**src/rtl/pixhit_pkg.sv**
```systemverilog
`timescale 1ns/1ps
package pixhit_pkg;
  localparam int unsigned TS_W_DEF  = 8;
  localparam int unsigned LAT_DEF   = 120;
  localparam int unsigned DEPTH_DEF = 16;

  typedef enum logic [1:0] {
    SLOT_FREE = 2'd0,
    SLOT_WAIT = 2'd1,
    SLOT_SEL  = 2'd2
  } slot_st_e;
endpackage

```
**src/rtl/pixhit_slot.sv**
```systemverilog
`timescale 1ns/1ps
// One stamp slot: holds a hit crossing, ages it, matches it on trigger.
module pixhit_slot
  import pixhit_pkg::*;
#(
  parameter int unsigned TW  = TS_W_DEF,
  parameter int unsigned LAT = LAT_DEF
) (
  input  logic          clk,
  input  logic          rst_n,
  input  logic [TW-1:0] now_i,
  input  logic          wr_i,
  input  logic          trig_i,
  input  logic          clr_i,
  output slot_st_e      st_o,
  output logic [TW-1:0] stamp_o
);
  localparam logic [TW-1:0] LAT_T = TW'(LAT);

  slot_st_e      st_q;
  logic [TW-1:0] stamp_q;
  logic [TW-1:0] age;
  logic [TW-1:0] target;
  logic          aged_out;
  logic          matched;

  always_comb begin
    age      = now_i - stamp_q;
    target   = now_i - LAT_T;
    aged_out = (st_q == SLOT_WAIT) && (age > LAT_T);
    matched  = (st_q == SLOT_WAIT) && trig_i && (stamp_q == target);
  end

  always_ff @(posedge clk or negedge rst_n) begin
    if (!rst_n) begin
      st_q    <= SLOT_FREE;
      stamp_q <= '0;
    end else if (wr_i) begin
      st_q    <= SLOT_WAIT;
      stamp_q <= now_i;
    end else if (clr_i && st_q == SLOT_SEL) begin
      st_q <= SLOT_FREE;
    end else if (aged_out) begin
      st_q <= SLOT_FREE;
    end else if (matched) begin
      st_q <= SLOT_SEL;
    end
  end

  assign st_o    = st_q;
  assign stamp_o = stamp_q;
endmodule

```
**src/rtl/pixhit_prio.sv**
```systemverilog
`timescale 1ns/1ps
// Lowest-index-first one-hot picker.
module pixhit_prio #(
  parameter int unsigned N = 16
) (
  input  logic [N-1:0] req_i,
  output logic [N-1:0] gnt_o
);
  logic found;

  always_comb begin
    gnt_o = '0;
    found = 1'b0;
    for (int i = 0; i < int'(N); i++) begin
      if (req_i[i] && !found) begin
        gnt_o[i] = 1'b1;
        found    = 1'b1;
      end
    end
  end
endmodule

```
**src/rtl/pixhit_store.sv**
```systemverilog
`timescale 1ns/1ps
// Per-pixel hit-time store with level-1 trigger matching.
module pixhit_store
  import pixhit_pkg::*;
#(
  parameter int unsigned DEPTH = DEPTH_DEF,
  parameter int unsigned TW    = TS_W_DEF,
  parameter int unsigned LAT   = LAT_DEF
) (
  input  logic          clk,
  input  logic          rst_n,
  input  logic          hit_i,
  input  logic [TW-1:0] bx_time_i,
  input  logic          trig_i,
  input  logic          out_ready_i,
  output logic          out_valid_o,
  output logic [TW-1:0] out_time_o,
  output logic          overflow_o
);
  localparam int unsigned FLAT_W = DEPTH * TW;

  slot_st_e          st    [DEPTH];
  logic [TW-1:0]     stamp [DEPTH];
  logic [DEPTH-1:0]  vld;
  logic [DEPTH-1:0]  sel;
  logic [DEPTH-1:0]  alloc;
  logic [DEPTH-1:0]  wr_vec;
  logic [DEPTH-1:0]  first_sel;
  logic [DEPTH-1:0]  pick;
  logic [DEPTH-1:0]  lock_q;
  logic [DEPTH-1:0]  clr_vec;
  logic [FLAT_W-1:0] stamp_flat;
  logic              full;
  logic              accept;
  logic              ovf_q;

  // storage slots
  for (genvar g = 0; g < int'(DEPTH); g++) begin : g_slot
    pixhit_slot #(.TW(TW), .LAT(LAT)) u_slot (
      .clk     (clk),
      .rst_n   (rst_n),
      .now_i   (bx_time_i),
      .wr_i    (wr_vec[g]),
      .trig_i  (trig_i),
      .clr_i   (clr_vec[g]),
      .st_o    (st[g]),
      .stamp_o (stamp[g])
    );
    assign vld[g] = (st[g] != SLOT_FREE);
    assign sel[g] = (st[g] == SLOT_SEL);
    assign stamp_flat[g*TW +: TW] = stamp[g];
  end

  // free-slot allocation
  pixhit_prio #(.N(DEPTH)) u_alloc (
    .req_i (~vld),
    .gnt_o (alloc)
  );

  // readout selection
  pixhit_prio #(.N(DEPTH)) u_pick (
    .req_i (sel),
    .gnt_o (first_sel)
  );

  assign full        = &vld;
  assign wr_vec      = alloc & {DEPTH{hit_i & ~full}};
  assign pick        = (|lock_q) ? lock_q : first_sel;
  assign out_valid_o = |sel;
  assign accept      = out_valid_o & out_ready_i;
  assign clr_vec     = pick & {DEPTH{accept}};

  always_comb begin
    out_time_o = '0;
    for (int i = 0; i < int'(DEPTH); i++) begin
      if (pick[i]) out_time_o = out_time_o | stamp_flat[i*TW +: TW];
    end
  end

  // keep the presented entry until it is taken
  always_ff @(posedge clk or negedge rst_n) begin
    if (!rst_n) lock_q <= '0;
    else        lock_q <= (out_valid_o && !out_ready_i) ? pick : '0;
  end

  always_ff @(posedge clk or negedge rst_n) begin
    if (!rst_n)              ovf_q <= 1'b0;
    else if (hit_i && full)  ovf_q <= 1'b1;
  end

  assign overflow_o = ovf_q;
endmodule

```
**config.mk**
```make
export PLATFORM = sky130hd
export DESIGN_NAME = pixhit_store
export DESIGN_NICKNAME = d
export VERILOG_FILES = /design/src/rtl/pixhit_pkg.sv /design/src/rtl/pixhit_slot.sv /design/src/rtl/pixhit_prio.sv /design/src/rtl/pixhit_store.sv
export SDC_FILE = /design/constraint.sdc
export NUM_CORES = 1
export LEC_CHECK = 0
export BUFFER_PORTS_ARGS = -buffer_cell sky130_fd_sc_hd__buf_2
export CORE_UTILIZATION = 30
export CTS_BUF_LIST = sky130_fd_sc_hd__clkbuf_4
export DETAILED_ROUTE_END_ITERATION = 8
export GPL_TIMING_DRIVEN = 0
export SLEW_MARGIN = 20
export SYNTH_ARGS = -nofsm -noshare
export SYNTH_HDL_FRONTEND = slang
export SYNTH_SLANG_ARGS = --single-unit
```
**constraint.sdc**
```tcl
create_clock -name clk -period 7.73 [get_ports clk]
set_input_delay 1.546 -clock clk [delete_from_list [all_inputs] [get_ports clk]]
set_output_delay 1.546 -clock clk [all_outputs]
set_load 0.02 [all_outputs]
```
### After elaboration in Yosys (flattened, before gate mapping)

Cells that the tools add are included.

| word-level totals | value |
|---|---|
| bits in writable memories | 0 |
| output and inout bits | 10 |
| latch bits | 0 |
| word-level logic and storage cells | 440 |
| flip-flop bits (word level) | 177 |
| ROM bits | 0 |
| memories | 0 |
| input bits | 13 |

| operators by class | value |
|---|---|
| div/mod/pow operators | 0 |
| reductions and logical operators | 162 |
| shift-type cells | 0 |
| add/subtract/negate cells | 17 |
| multipliers | 0 |
| multiplexer cells | 142 |
| equal/unequal tests | 48 |
| magnitude comparators | 16 |
| bitwise gates (word level) | 21 |

Operator list:

| cell | count |
|---|---|
| $eq A8 B8 Y1 | 16 |
| $gt A8 B7 Y1 const B | 16 |
| $mux W2 | 64 |
| $mux W8 | 16 |
| $sub A8 B8 Y8 | 16 |
| $or A8 B8 Y8 | 15 |
| $logic_and A1 B1 Y1 | 96 |
| $reduce_bool A4 Y1 | 16 |
| $mux W1 | 60 |
| $and A16 B16 Y16 | 2 |
| $eq A2 B1 Y1 const B | 16 |
| $eq A2 B2 Y1 const B | 16 |
| $mux W16 | 2 |
| $reduce_bool A2 Y1 | 16 |
| $reduce_or A16 Y1 | 2 |
| $logic_not A1 Y1 | 31 |
| $not A16 Y16 | 1 |
| $reduce_and A16 Y1 | 1 |
| $sub A8 B7 Y8 const B | 1 |
| $and A1 B1 Y1 | 2 |
| $not A1 Y1 | 1 |

### Depth between registers and ports, before layout

| logic depth | value |
|---|---|
| depth in word-level cells | 79 |
| mapped depth | 9 |
| gate-level depth less buffers | 9 |

### By module

From an unflattened synthesis, not the netlist that was laid out.

| second synthesis, totals | value |
|---|---|
| cells, all modules | 1799 |
| area total of the unflattened synthesis | 15635.0 um^2 |

Modules (own cells, without submodules):

| module | times used | cells each | area each (um^2) | seq. area each (um^2) |
|---|---|---|---|---|
| pixhit_slot (g_slot[11].u_slot ...) | 13 | 88 | 787.0 | 250.2 |
| pixhit_store | 1 | 332 | 2538.7 | 425.4 |
| pixhit_slot (g_slot[0].u_slot ...) | 2 | 88 | 783.3 | 250.2 |
| pixhit_slot (g_slot[9].u_slot) | 1 | 85 | 775.7 | 250.2 |
| pixhit_prio | 2 | 31 | 261.5 | 0.0 |

### Worst setup path before layout

No wires, ideal clock.

| path | value |
|---|---|
| kind | input to register |
| from | input port bx_time_i[1] |
| to | register g_slot[15].u_slot.st_q[0] |
| path buffers | 1 |
| required time | 7.599 ns |
| library setup time | 0.131 ns |
| data arrival time | 4.297 ns |
| setup slack | 3.301 ns |
| stages on the path | 9 |
| cell sequence | clkbuf_1 -> clkinv_1 -> fa_1 -> xor2_1 -> and3_1 -> nor4_1 -> o2111ai_1 -> nor3_1 -> o21ai_0 |

| between the ends | value |
|---|---|
| word-level cells in the longest chain between the ends | 6 |

Ends and longest elaborated chain:

| element | line | RTL |
|---|---|---|
| from (decl) | pixhit_store.sv:13 | `input logic [TW-1:0] bx_time_i,` |
| $sub A8 B8 Y8 | pixhit_slot.sv:28 | `age = now_i - stamp_q;` |
| $gt A8 B7 Y1 | pixhit_slot.sv:30 | `aged_out = (st_q == SLOT_WAIT) && (age > LAT_T);` |
| $logic_and A1 B1 Y1 | pixhit_slot.sv:30 |  |
| $mux W2 | pixhit_slot.sv:43 | `end else if (aged_out) begin` |
| $mux W2 | pixhit_slot.sv:41 | `end else if (clr_i && st_q == SLOT_SEL) begin` |
| $mux W2 | pixhit_slot.sv:38 | `end else if (wr_i) begin` |
| to (signal assigned) | pixhit_slot.sv:39 | `st_q <= SLOT_WAIT;` |
| to (signal assigned) | pixhit_slot.sv:42 | `st_q <= SLOT_FREE;` |
| to (signal assigned) | pixhit_slot.sv:44 | `st_q <= SLOT_FREE;` |
| to (decl) | pixhit_slot.sv:20 | `slot_st_e st_q;` |

Several ways; a longest one is shown, not always the timed one.
A chain may end at the register's enable or synchronous reset.

### Worst setup path after layout

| path | value |
|---|---|
| from | register lock_q[11] |
| to | output port out_time_o[5] |

| between the ends | value |
|---|---|
| word-level cells in the longest chain between the ends | 33 |

Ends and longest elaborated chain:

| element | line | RTL |
|---|---|---|
| from (decl) | pixhit_store.sv:30 | `logic [DEPTH-1:0] lock_q;` |
| from (signal assigned) | pixhit_store.sv:83 | `else lock_q <= (out_valid_o && !out_ready_i) ? pick : '0;` |
| $reduce_or A16 Y1 | pixhit_store.sv:68 | `assign pick = (\|lock_q) ? lock_q : first_sel;` |
| $mux W16 (*) | pixhit_store.sv:68 |  |
| $mux W8 | pixhit_store.sv:76 | `if (pick[i]) out_time_o = out_time_o \| stamp_flat[i*TW +: TW];` |
| $or A8 B8 Y8 | pixhit_store.sv:76 |  |
| $mux W8 | pixhit_store.sv:76 |  |
| $or A8 B8 Y8 | pixhit_store.sv:76 |  |
| $mux W8 | pixhit_store.sv:76 |  |
| $or A8 B8 Y8 | pixhit_store.sv:76 |  |
| [17 not listed] | -- |  |
| $or A8 B8 Y8 | pixhit_store.sv:76 |  |
| $mux W8 | pixhit_store.sv:76 |  |
| $or A8 B8 Y8 | pixhit_store.sv:76 |  |
| $mux W8 | pixhit_store.sv:76 |  |
| $or A8 B8 Y8 | pixhit_store.sv:76 |  |
| $mux W8 | pixhit_store.sv:76 |  |
| $or A8 B8 Y8 | pixhit_store.sv:76 |  |
| $mux W8 (*) | pixhit_store.sv:76 |  |
| to (decl) | pixhit_store.sv:17 | `output logic [TW-1:0] out_time_o,` |

Every way passes the cells marked *; elsewhere a longest branch is shown, timed or not.

==> impl_metrics.ini <==
[power_and_ir_drop]
power.density_mw_per_mm2 = 194.5
total_power_mw = 3.217
pwr-share-clk = 0.190
power_leakage_nw = 6.818
intPower_mw = 1.788
sw_frac_of_total = 0.4444
p_seq_frac = 0.368
p_sw_mw = 1.430
p_comb_frac = 0.441
ir_worst_vdd_mv = 0.09061

[sta]
slew_viol_final = 0
finalSetupTns_ns = 0
finClkSkew_ns = 0.03289
relSlewSlack = 0.2174
setup_viol = 0
fin_crit_ns = 5.903
timing_worst_slew_pin_value_ns = 1.174
max_freq_mhz = 169.4
hold_violations = 0
min_period_over_period = 0.7636
grt_setup_unrepaired = no

[logic_synthesis]
avgSynthCellArea_um2 = 8.941
synth_nets = 1838
synth_cell_types = 84
synthAdderAreaFrac = 0.1144
synthXorXnorAreaFrac = 0.07962
syn_inst = 1696
yosysWarnings = 0
synth_edf_count = 0
synthSimpleGateAreaFrac = 0.1979
synth-compound-area-share = 0.2073
ys.flop_type = dfrtp_1
ys_ff_latch = 177
ys_seq_area_frac = 0.2921
synth_top_family_by_area = compound AO/OA/AOI/OAI gates
synth_mux_area_frac = 0.05429
synthArstFlopShare = 1.000
syn-cell-area_mm2 = 0.01516

[run]
drv_cap = 0

[die]
die_w_um = 226.8
start_util = 0.3035
die_area_mm2 = 0.05145
die_y_um = 226.8
core_mm2 = 0.04997
io_pins = 23
row_count = 82

[detailed_routing]
drt_first_pass_iters = 9
drt-initial-drc-count = 1593
antenna_left = 0
wl_um = 62630
via_count = 14230
drc = 0
vias_per_cell = 5.866
wl_per_cell_um = 25.81

[critical_path]
ff2ff_setup_slack_ns = 4.52
r2r_end = g_slot[9].u_slot.st_o[1]$_DFFE_PN0P_
crit_type = flip-flop to output pin
cp_max_fo = 10
crit_path_end_kind = output pin
critPathLaunchType = flip-flop
worst_r2r_path_depth = 7
r2r_start = lock_q[11]$_DFF_PN0_
cp.arrival_ns = 4.36
required_ns = 6.18

[finish]
areaGrowthSynthToFinish_pct = 9.084
final_cells = 2426
drive_gt1_frac = 0.1015
final_nets = 1883

[cts]
postCtsHoldBufs = 0
htreeDepth = 4
cts_buffer_depth = 2
postCtsSetupBuffers = 0
cts.sinks = 177
postCtsResizedCells = 0
clkLatencyLatePin_ns = 0.65
cts_buffers = 17
clock-root-buffer = clkbuf_4
cts_tree = built
clkSlewWorstSetupHoldPaths_ns = 0.15

[placed_design]
io_buffers = 21
gp_congestion = 1.038
dp_cells = 2394
hpwl_um = 47190

[global_route]
track_usage = 0.2459
gr-total-overflow = 0
grt_first_pass_wirelength_um = 91760
grt_max_degree = 90
antenna_found_initial = 2
first_global_vias = 13560

[min_path]
holdPathEnd = overflow_o$_DFFE_PN0P_
holdPathStages = 1
hold_path.class = flip-flop to flip-flop
min_from = overflow_o$_DFFE_PN0P_

[status]
status = finished, final reports clean
## worst max-delay path, cell delays in order (launching register included)
cell and delay, ns:
dfrtp_1 0.36, clkbuf_1 0.56, nor4_4 0.15, nand4_4 0.29
clkbuf_1 0.46, o2111ai_1 0.20, a2111oi_0 0.97, and4_1 0.33
nand4_1 0.17, buf_2 0.22
## registers in the layout, indices dropped and copies added (netlist names)
signal and flops:
lock_q 16, overflow_o 1, g_slot.u_slot.stamp_o 128, g_slot.u_slot.st_o 32
## worst max path at each step
stage	start	endpoint	slack, ns	depth (start not counted)
3_3_place_gp	bx_time_i[1]	g_slot[15].u_slot.st_o[0]$_DFFE_PN0P_	0.81	10
3_5_place_dp	bx_time_i[1]	g_slot[15].u_slot.st_o[0]$_DFFE_PN0P_	2.04	11
6_report	lock_q[11]$_DFF_PN0_	out_time_o[5]	1.83	9
5_1_grt	lock_q[11]$_DFF_PN0_	out_time_o[5]	1.76	9
2_1_floorplan	bx_time_i[1]	g_slot[15].u_slot.st_o[0]$_DFFE_PN0P_	3.30	9
4_1_cts	lock_q[11]$_DFF_PN0_	out_time_o[7]	2.05	8
## kinds of logic (layout without fill, tap and decap cells)
kind of cell / count (synthesis) / after routing
buf+inv: 209 / 266
simple gates: 521 / 521
flops: 177 / 177
fa+ha+maj: 129 / 129
mux: 69 / 69
compound gates: 454 / 454
xor+xnor: 137 / 137
other cells: 0 / 1
## metal layers
metal  track usage  wire length (um)  part of all wire  vias to the layer above
met5             0                13           0.00021                        -
met4       0.08871              2154             0.034                        2
met3       0.03525              4596             0.073                      105
met2        0.3825             27860              0.44                      596
met1        0.3438             28000              0.45                     7138
li1              -                 -                 -                     6390
## cells in the final DEF, fill, tap and decap left out, drive strengths merged, types with 11 or more instances in the layout
| master | count |
|---|---|
| a22oi | 41 |
| ha | 113 |
| a32oi | 20 |
| o21a | 22 |
| nand2b | 30 |
| buf | 54 |
| a31oi | 21 |
| nor2 | 74 |
| xnor2 | 71 |
| nor3 | 44 |
| mux2 | 67 |
| nand3 | 34 |
| xor2 | 66 |
| and3 | 12 |
| inv | 124 |
| o211ai | 11 |
| nand4 | 27 |
| a2111oi | 12 |
| nor4 | 37 |
| a22o | 11 |
| nand3b | 18 |
| a211oi | 11 |
| o31ai | 17 |
| and2 | 11 |
| dfrtp | 177 |
| nor2b | 39 |
| nand2 | 125 |
| clkbuf | 75 |
| a21oi | 65 |
| o22ai | 24 |
| fa | 16 |
| a221oi | 17 |
| o21ai | 108 |
## metrics by stage
| step | hold slack [ns] | area (um2) | util | setup slack, ns |
|---|---|---|---|---|
| after floorplan | 0.4757 | 15160 | - | 3.301 |
| after global placement | 0.4411 | 16110 | 0.3224 | 0.8057 |
| after detailed placement | 0.4428 | 16230 | 0.3248 | 2.040 |
| after CTS | 0.4732 | 16540 | 0.3310 | 2.048 |
| after global routing | 0.4803 | 16540 | 0.3311 | 1.760 |
| final | 0.4691 | 16540 | 0.3311 | 1.827 |
## synthesized netlist by cell type (41+ instances only)
master | n | area, um2
o21ai_0 | 107 | 535.5
nand2_1 | 124 | 465.5
xnor2_1 | 71 | 621.9
a21oi_1 | 65 | 325.3
a22oi_1 | 41 | 307.8
xor2_1 | 65 | 569.3
nor3_1 | 44 | 220.2
clkbuf_1 | 55 | 206.5
dfrtp_1 | 177 | 4429
ha_1 | 113 | 1414
inv_1 | 124 | 465.5
mux2_2 | 53 | 596.8
nor2_1 | 74 | 277.8
## cell type report
class | instances | area (um2)
fillers | 5167 | 33420
clock inverters | 12 | 166.4
diodes | 1 | 2.502
inverters | 125 | 470.5
flip-flops and latches | 177 | 4429
repair buffers | 26 | 209.0
multi-input cells | 1310 | 9925
plain buffers | 84 | 356.6
well taps | 672 | 840.8
clock buffers | 19 | 142.6
## power by group through the flow
stage | logic (mW) | clock network (mW) | registers, mW
floorplan | 0.960 | 0 | 1.12
global placement | 1.34 | 0 | 1.19
detailed placement | 1.39 | 0 | 1.20
CTS | 1.40 | 0.619 | 1.18
global route | 1.54 | 0.652 | 1.19
finish | 1.42 | 0.613 | 1.19
Power figures use the tool's default switching activity.
